### config.mk
export PLATFORM = sky130hd
export DESIGN_NAME = lcd_init_seq
export DESIGN_NICKNAME = d
export VERILOG_FILES = /design/src/rtl/lcd_init_pkg.sv /design/src/rtl/lcd_init_timer.sv /design/src/rtl/lcd_init_rom.sv /design/src/rtl/lcd_init_seq.sv
export SDC_FILE = /design/constraint.sdc
export NUM_CORES = 1
export LEC_CHECK = 0
export ABC_AREA = 0
export ABC_CLOCK_PERIOD_IN_PS = 2100
export CAP_MARGIN = 25
export CORE_ASPECT_RATIO = 1.25
export CORE_MARGIN = 2
export CORE_UTILIZATION = 35
export DETAILED_ROUTE_END_ITERATION = 10
export GPL_ROUTABILITY_DRIVEN = 0
export GPL_TIMING_DRIVEN = 0
export HOLD_SLACK_MARGIN = 0.02
export MAX_ROUTING_LAYER = met4
export PLACE_DENSITY = 0.52
export SLEW_MARGIN = 20
export SYNTH_ARGS = -nofsm -noshare
export SYNTH_HDL_FRONTEND = slang
export SYNTH_SLANG_ARGS = --single-unit
### constraint.sdc
create_clock -name clk_i -period 2.1 [get_ports clk_i]
set_input_delay 0.63 -clock clk_i [delete_from_list [all_inputs] [get_ports clk_i]]
set_output_delay 0.63 -clock clk_i [all_outputs]
set_load 0.01 [all_outputs]
### src/rtl/lcd_init_pkg.sv
package lcd_init_pkg;

  localparam int SEQ_LEN = 10;

  typedef enum logic [2:0] {
    ST_HOLD,
    ST_RECOVER,
    ST_ISSUE,
    ST_GAP,
    ST_WAIT,
    ST_DONE
  } seq_state_e;

  // configuration list; entry 7 carries the contrast argument
  function automatic logic [7:0] seq_byte(input int unsigned idx, input logic [5:0] ev);
    logic [7:0] b;
    case (idx)
      0:       b = 8'hA2;         // bias 1/9
      1:       b = 8'hA0;         // segment scan normal
      2:       b = 8'hC8;         // common scan reversed
      3:       b = 8'hF8;         // booster select
      4:       b = 8'h01;         // booster x5
      5:       b = 8'h27;         // regulation ratio
      6:       b = 8'h81;         // contrast set
      7:       b = {2'b00, ev};   // contrast value
      8:       b = 8'h2F;         // all power blocks on
      default: b = 8'hAF;         // display on, always last
    endcase
    return b;
  endfunction

endpackage

### src/rtl/lcd_init_timer.sv
module lcd_init_timer #(
  parameter int CNT_W = 8
) (
  input  logic             clk_i,
  input  logic             rst_ni,
  input  logic             run_i,
  input  logic [CNT_W-1:0] limit_i,
  output logic             done_o
);

  logic [CNT_W-1:0] cnt_q;

  assign done_o = run_i && (cnt_q == limit_i - 1'b1);

  always_ff @(posedge clk_i or negedge rst_ni) begin
    if (!rst_ni)                cnt_q <= '0;
    else if (!run_i || done_o)  cnt_q <= '0;
    else                        cnt_q <= cnt_q + 1'b1;
  end


  timer_bound_chk: assert property (@(posedge clk_i) disable iff (!rst_ni)
    run_i |-> (cnt_q < limit_i));

endmodule

### src/rtl/lcd_init_rom.sv
module lcd_init_rom
  import lcd_init_pkg::*;
#(
  parameter int CONTRAST = 44,
  parameter int IDX_W    = 4
) (
  input  logic [IDX_W-1:0] idx_i,
  output logic [7:0]       byte_o,
  output logic             last_o
);

  localparam logic [5:0] EV = 6'(CONTRAST);

  assign byte_o = seq_byte(int'(idx_i), EV);
  assign last_o = (int'(idx_i) == SEQ_LEN - 1);

endmodule

### src/rtl/lcd_init_seq.sv
module lcd_init_seq
  import lcd_init_pkg::*;
#(
  parameter int HOLD_CYCLES    = 2_500_000,
  parameter int RECOVER_CYCLES = 2_500,
  parameter int CONTRAST       = 44
) (
  input  logic       clk_i,
  input  logic       rst_ni,
  output logic       panel_rst_no,
  output logic [7:0] tx_byte_o,
  output logic       tx_dc_o,
  output logic       tx_valid_o,
  input  logic       tx_busy_i,
  output logic       ready_o
);

  localparam int MAX_WAIT = (HOLD_CYCLES > RECOVER_CYCLES) ? HOLD_CYCLES : RECOVER_CYCLES;
  localparam int CNT_W    = $clog2(MAX_WAIT + 1);
  localparam int IDX_W    = $clog2(SEQ_LEN);

  seq_state_e       state_q, state_d;
  logic [IDX_W-1:0] idx_q;
  logic             tmr_run, tmr_done, last;
  logic [CNT_W-1:0] tmr_limit;

  assign tmr_run   = (state_q == ST_HOLD) || (state_q == ST_RECOVER);
  assign tmr_limit = (state_q == ST_HOLD) ? CNT_W'(HOLD_CYCLES) : CNT_W'(RECOVER_CYCLES);

  lcd_init_timer #(.CNT_W(CNT_W)) u_timer (
    .clk_i   (clk_i),
    .rst_ni  (rst_ni),
    .run_i   (tmr_run),
    .limit_i (tmr_limit),
    .done_o  (tmr_done)
  );

  lcd_init_rom #(.CONTRAST(CONTRAST), .IDX_W(IDX_W)) u_rom (
    .idx_i  (idx_q),
    .byte_o (tx_byte_o),
    .last_o (last)
  );

  always_comb begin
    state_d = state_q;
    case (state_q)
      ST_HOLD:    if (tmr_done) state_d = ST_RECOVER;
      ST_RECOVER: if (tmr_done) state_d = ST_ISSUE;
      ST_ISSUE:   if (!tx_busy_i) state_d = ST_GAP;
      ST_GAP:     state_d = ST_WAIT;  // let busy rise
      ST_WAIT:    if (!tx_busy_i) state_d = last ? ST_DONE : ST_ISSUE;
      ST_DONE:    state_d = ST_DONE;
      default:    state_d = ST_HOLD;
    endcase
  end

  always_ff @(posedge clk_i or negedge rst_ni) begin
    if (!rst_ni) begin
      state_q <= ST_HOLD;
      idx_q   <= '0;
    end else begin
      state_q <= state_d;
      if (state_q == ST_WAIT && !tx_busy_i && !last) idx_q <= idx_q + 1'b1;
    end
  end

  assign panel_rst_no = (state_q != ST_HOLD);
  assign tx_valid_o   = (state_q == ST_ISSUE);
  assign tx_dc_o      = 1'b0;
  assign ready_o      = (state_q == ST_DONE);


  panel_rst_stays_high_chk: assert property (@(posedge clk_i) disable iff (!rst_ni)
    panel_rst_no |=> panel_rst_no);


  no_offer_in_reset_chk: assert property (@(posedge clk_i) disable iff (!rst_ni)
    !panel_rst_no |-> !tx_valid_o);


  offer_held_chk: assert property (@(posedge clk_i) disable iff (!rst_ni)
    (tx_valid_o && tx_busy_i) |=> (tx_valid_o && $stable(tx_byte_o)));


  single_handover_chk: assert property (@(posedge clk_i) disable iff (!rst_ni)
    (tx_valid_o && !tx_busy_i) |=> !tx_valid_o);


  ready_sticky_chk: assert property (@(posedge clk_i) disable iff (!rst_ni)
    ready_o |=> ready_o);


  quiet_when_ready_chk: assert property (@(posedge clk_i) disable iff (!rst_ni)
    ready_o |-> !tx_valid_o);

endmodule

==> summary.md <==
| Metric | Value |
|---|---|
| LEAKAGE | `0.907 nW` |
| Register-to-Register Setup Slack | `80 ps` |
| Crit path kind | `reg2out` |
| Fillers | `508` |
| Design area | `2240 sq um` |
| Cts hold-fix bufs | `0` |
| Die area | `5780 sq um` |
| # clock sinks | `29` |
| DRC viols | `0` |
| Post-synthesis register bit count | `29` |
| CP endpoint kind | `output port` |
| Die Width | `68.4 um` |
| Core area | `5040 sq um` |
| Wire length of the first global-routing pass | `7.14 mm` |
| Post-Synth Simple-Gate Area | `0.294` |
| Grt ovf | `0` |
| Pin count of the biggest net entering global routing | `30` |
| CP arrival | `1500 ps` |
| Cell Rows | `29` |
| H-tree lvl count | `2` |
| Initial antenna violation count | `0` |
| Cells after DPL | `271` |
| Synthesized area per cell | `9.25 sq um` |
| DR vias | `1541` |
| Yosys top cell by area | `dfrtp_1` |
| Setup WS post-layout | `-28.5 ps` |
| Compound-cell area share of the yosys netlist | `0.132` |
| Final Setup Violations | `1` |
| Syn nets | `207` |
| Largest cells by area after synthesis | `dfrtp_1, ha_1, xnor2_1` |
| Clock Path Buffers | `2` |
| Fraction of registers with async set/reset | `1.00` |
| Max-cap violation count | `0` |
| Crit. Startpoint | `idx_q[0]$_DFFE_PN0P_` |
| Worst Path Required | `1470 ps` |
| CTS tree | `built` |
| Vias per cell | `5.39` |
| Synth Instances | `196` |
| Cell area after synthesis | `1810 sq um` |
| Yosys cell types | `45` |
| Pwr Total | `0.00246 W` |
| Failing checks | `setup timing` |
| Post-synth EDFFs | `0` |
| Post-synthesis mux area share | `0` |
| Root Driver | `clkbuf_8` |
| Worst r2r dst | `u_timer.cnt_q[5]$_DFF_PN0_` |
| FMAX | `0.470 GHz` |
| Die Y | `84.5 um` |
| PwrDens | `1100 nW/um^2` |
| Layout cells sized above 1 | `0.214` |
| Post-Synth Adder-Cell Area | `0.0552` |
| Post-synthesis xor/xnor area fraction | `0.0725` |
| IO buf count | `13` |
| Ports | `15` |
| Final wirelength | `4.18 mm` |
| Cell Area, Placed | `2020 sq um` |
| Clock latency on the worst-skew pair | `280 ps` |
| Run status | `complete, but fails checks` |
| Final Skew | `2.96 ps` |
| Avg WL per Cell | `14.6 um` |
| Post-synthesis sequential area ratio | `0.400` |
| Num CTS Buffers | `5` |
| Largest family of logic cells by synthesized area | `simple AND/OR/NAND/NOR gates` |
| GRT Overall Usage | `0.168` |
| Worst Hold Class | `in2async` |
| Max-slew headroom | `0.568` |
| DP HPWL | `2.94 mm` |
| RSZ-0062 raised after global routing | `yes` |
| Hold Fails Final Rpt | `0` |
| Final cell count without fillers | `286` |
| Initial Util | `0.359` |
| Tmin final | `2130 ps` |
| Antenna viol nets, final | `0` |
| Final #Nets | `235` |
| Final Cycle Share | `1.01` |
| Synth Flop Type | `dfrtp_1` |
| Final Util | `0.444` |
| Pins over their slew limit | `0` |
| Crit start category | `register` |
| RR Startpoint | `state_q[0]$_DFFE_PN0P_` |
| Top cell type's share of synthesized area | `0.400` |
| Vias in the first global route | `1509` |
| Initial drt markers | `41` |
| Clock transition at the registers of the reported paths | `60 ps` |
| Actual slew at the worst max-slew pin | `648 ps` |
| R2R depth | `5` |
| Crit path capture | `tx_byte_o[1]` |
| ANT cells | `0` |
| Critical Path Fanout Max | `4` |
| Ys Warns | `0` |
| Worst vdd ir | `0.000598 V` |
| Initial DRT Pass Iterations | `4` |
| Synthesis-to-finish area growth | `23.6%` |
## cells in the final DEF, fill, tap and decap left out, types with 3 or more instances in the layout
cell	n
dfrtp_1	26
or3_1	3
a21oi_1	5
inv_1	7
nor4_1	4
ha_1	5
buf_4	9
or4_1	3
buf_6	4
a211oi_1	7
and4_1	3
clkdlybuf4s15_1	3
o21ai_0	6
nand4_1	8
clkbuf_8	7
nand2_1	9
buf_2	3
dlygate4sd2_1	4
clkbuf_1	4
xnor2_1	10
dfrtp_2	3
nor2_1	8
nand3_1	12
and3_1	3
xor2_1	5
nor3_1	17
nor2b_1	3
o31ai_1	4
## power breakdown
part	switching, W	internal (W)
combinational	0.000588	0.000579
clock	0.000208	0.000259
sequential	0.000155	0.000672
## sequential cells by signal, summed over array words and instances (netlist names)
| signal | flops |
|---|---|
| u_timer.cnt_q | 22 |
| state_q | 3 |
| idx_q | 4 |
## synthesized netlist by cell type, drive strengths merged, types with 2 or more instances
cell,count
and4,3
nor4b,3
or4,4
nor3,17
and3,3
and2,3
a211oi,7
nor2,8
nand3,13
buf,4
inv,9
a211o,2
nor4,4
o21ai,6
clkbuf,5
xor2,5
or3,4
nor2b,4
ha,8
a21oi,6
or2,3
o31ai,4
nand2,9
nand4,8
xnor2,10
dfrtp,29
## metrics by stage
stage	hold WS (ps)	setup TNS (ps)	setup WS, ps
final	371	-28.5	-28.5
after floorplan	334	0	172
after global routing	425	-224	-96.8
after global placement	517	-6040	-343
after CTS	401	-91.1	-47.3
after detailed placement	523	-1890	-343
## cell type report
cell class	count	area [sq um]	share of cell area
plain buffers	8	60.1	0.0268
clock buffers	7	86.3	0.0385
inverters	9	33.8	0.0151
multi-input cells	149	1070	0.477
flip-flops and latches	29	729	0.326
well taps	62	77.6	0.0346
repair buffers	22	184	0.0821
## worst min-delay path by stage
| stage | start | to | slack (ps) |
|---|---|---|---|
| after floorplan | rst_ni | idx_q[0]$_DFFE_PN0P_ | 330 |
| after global placement | u_timer.cnt_q[0]$_DFF_PN0_ | u_timer.cnt_q[0]$_DFF_PN0_ | 520 |
| after detailed placement | u_timer.cnt_q[0]$_DFF_PN0_ | u_timer.cnt_q[0]$_DFF_PN0_ | 520 |
| after CTS | rst_ni | u_timer.cnt_q[13]$_DFF_PN0_ | 400 |
| after global routing | rst_ni | u_timer.cnt_q[16]$_DFF_PN0_ | 430 |
| final | rst_ni | u_timer.cnt_q[16]$_DFF_PN0_ | 370 |
## worst max-delay path: stages (launching register included)
cell and delay (ps):
dfrtp_1 420, buf_6 140, ha_4 150, and2_4 150
a211o_1 220, buf_2 140
## per-layer routing
metal,wire length [um],up-vias,global-route usage
li1,-,775,-
met1,1850,739,0.203
met5,0,-,-
met4,57,0,0.0545
met2,2170,21,0.272
met3,111,6,0.0362
## cells by family (layout without fill, tap and decap cells)
family | Yosys count | count (layout)
AO/OA/AOI/OAI | 34 | 34
XOR/XNOR | 15 | 15
adder cells (fa/ha/maj) | 8 | 8
buffers and inverters | 18 | 46
flip-flops | 29 | 29
other | 1 | 1
AND/OR/NAND/NOR | 91 | 91
## what timing repair did
item / in CTS / in global routing
endpoints found under the setup margin: 33 / 29
setup buffers: 5 / 4
gates resized for setup: 36 / 13
pin swaps: 4 / 1
Power figures use the tool's default switching activity.
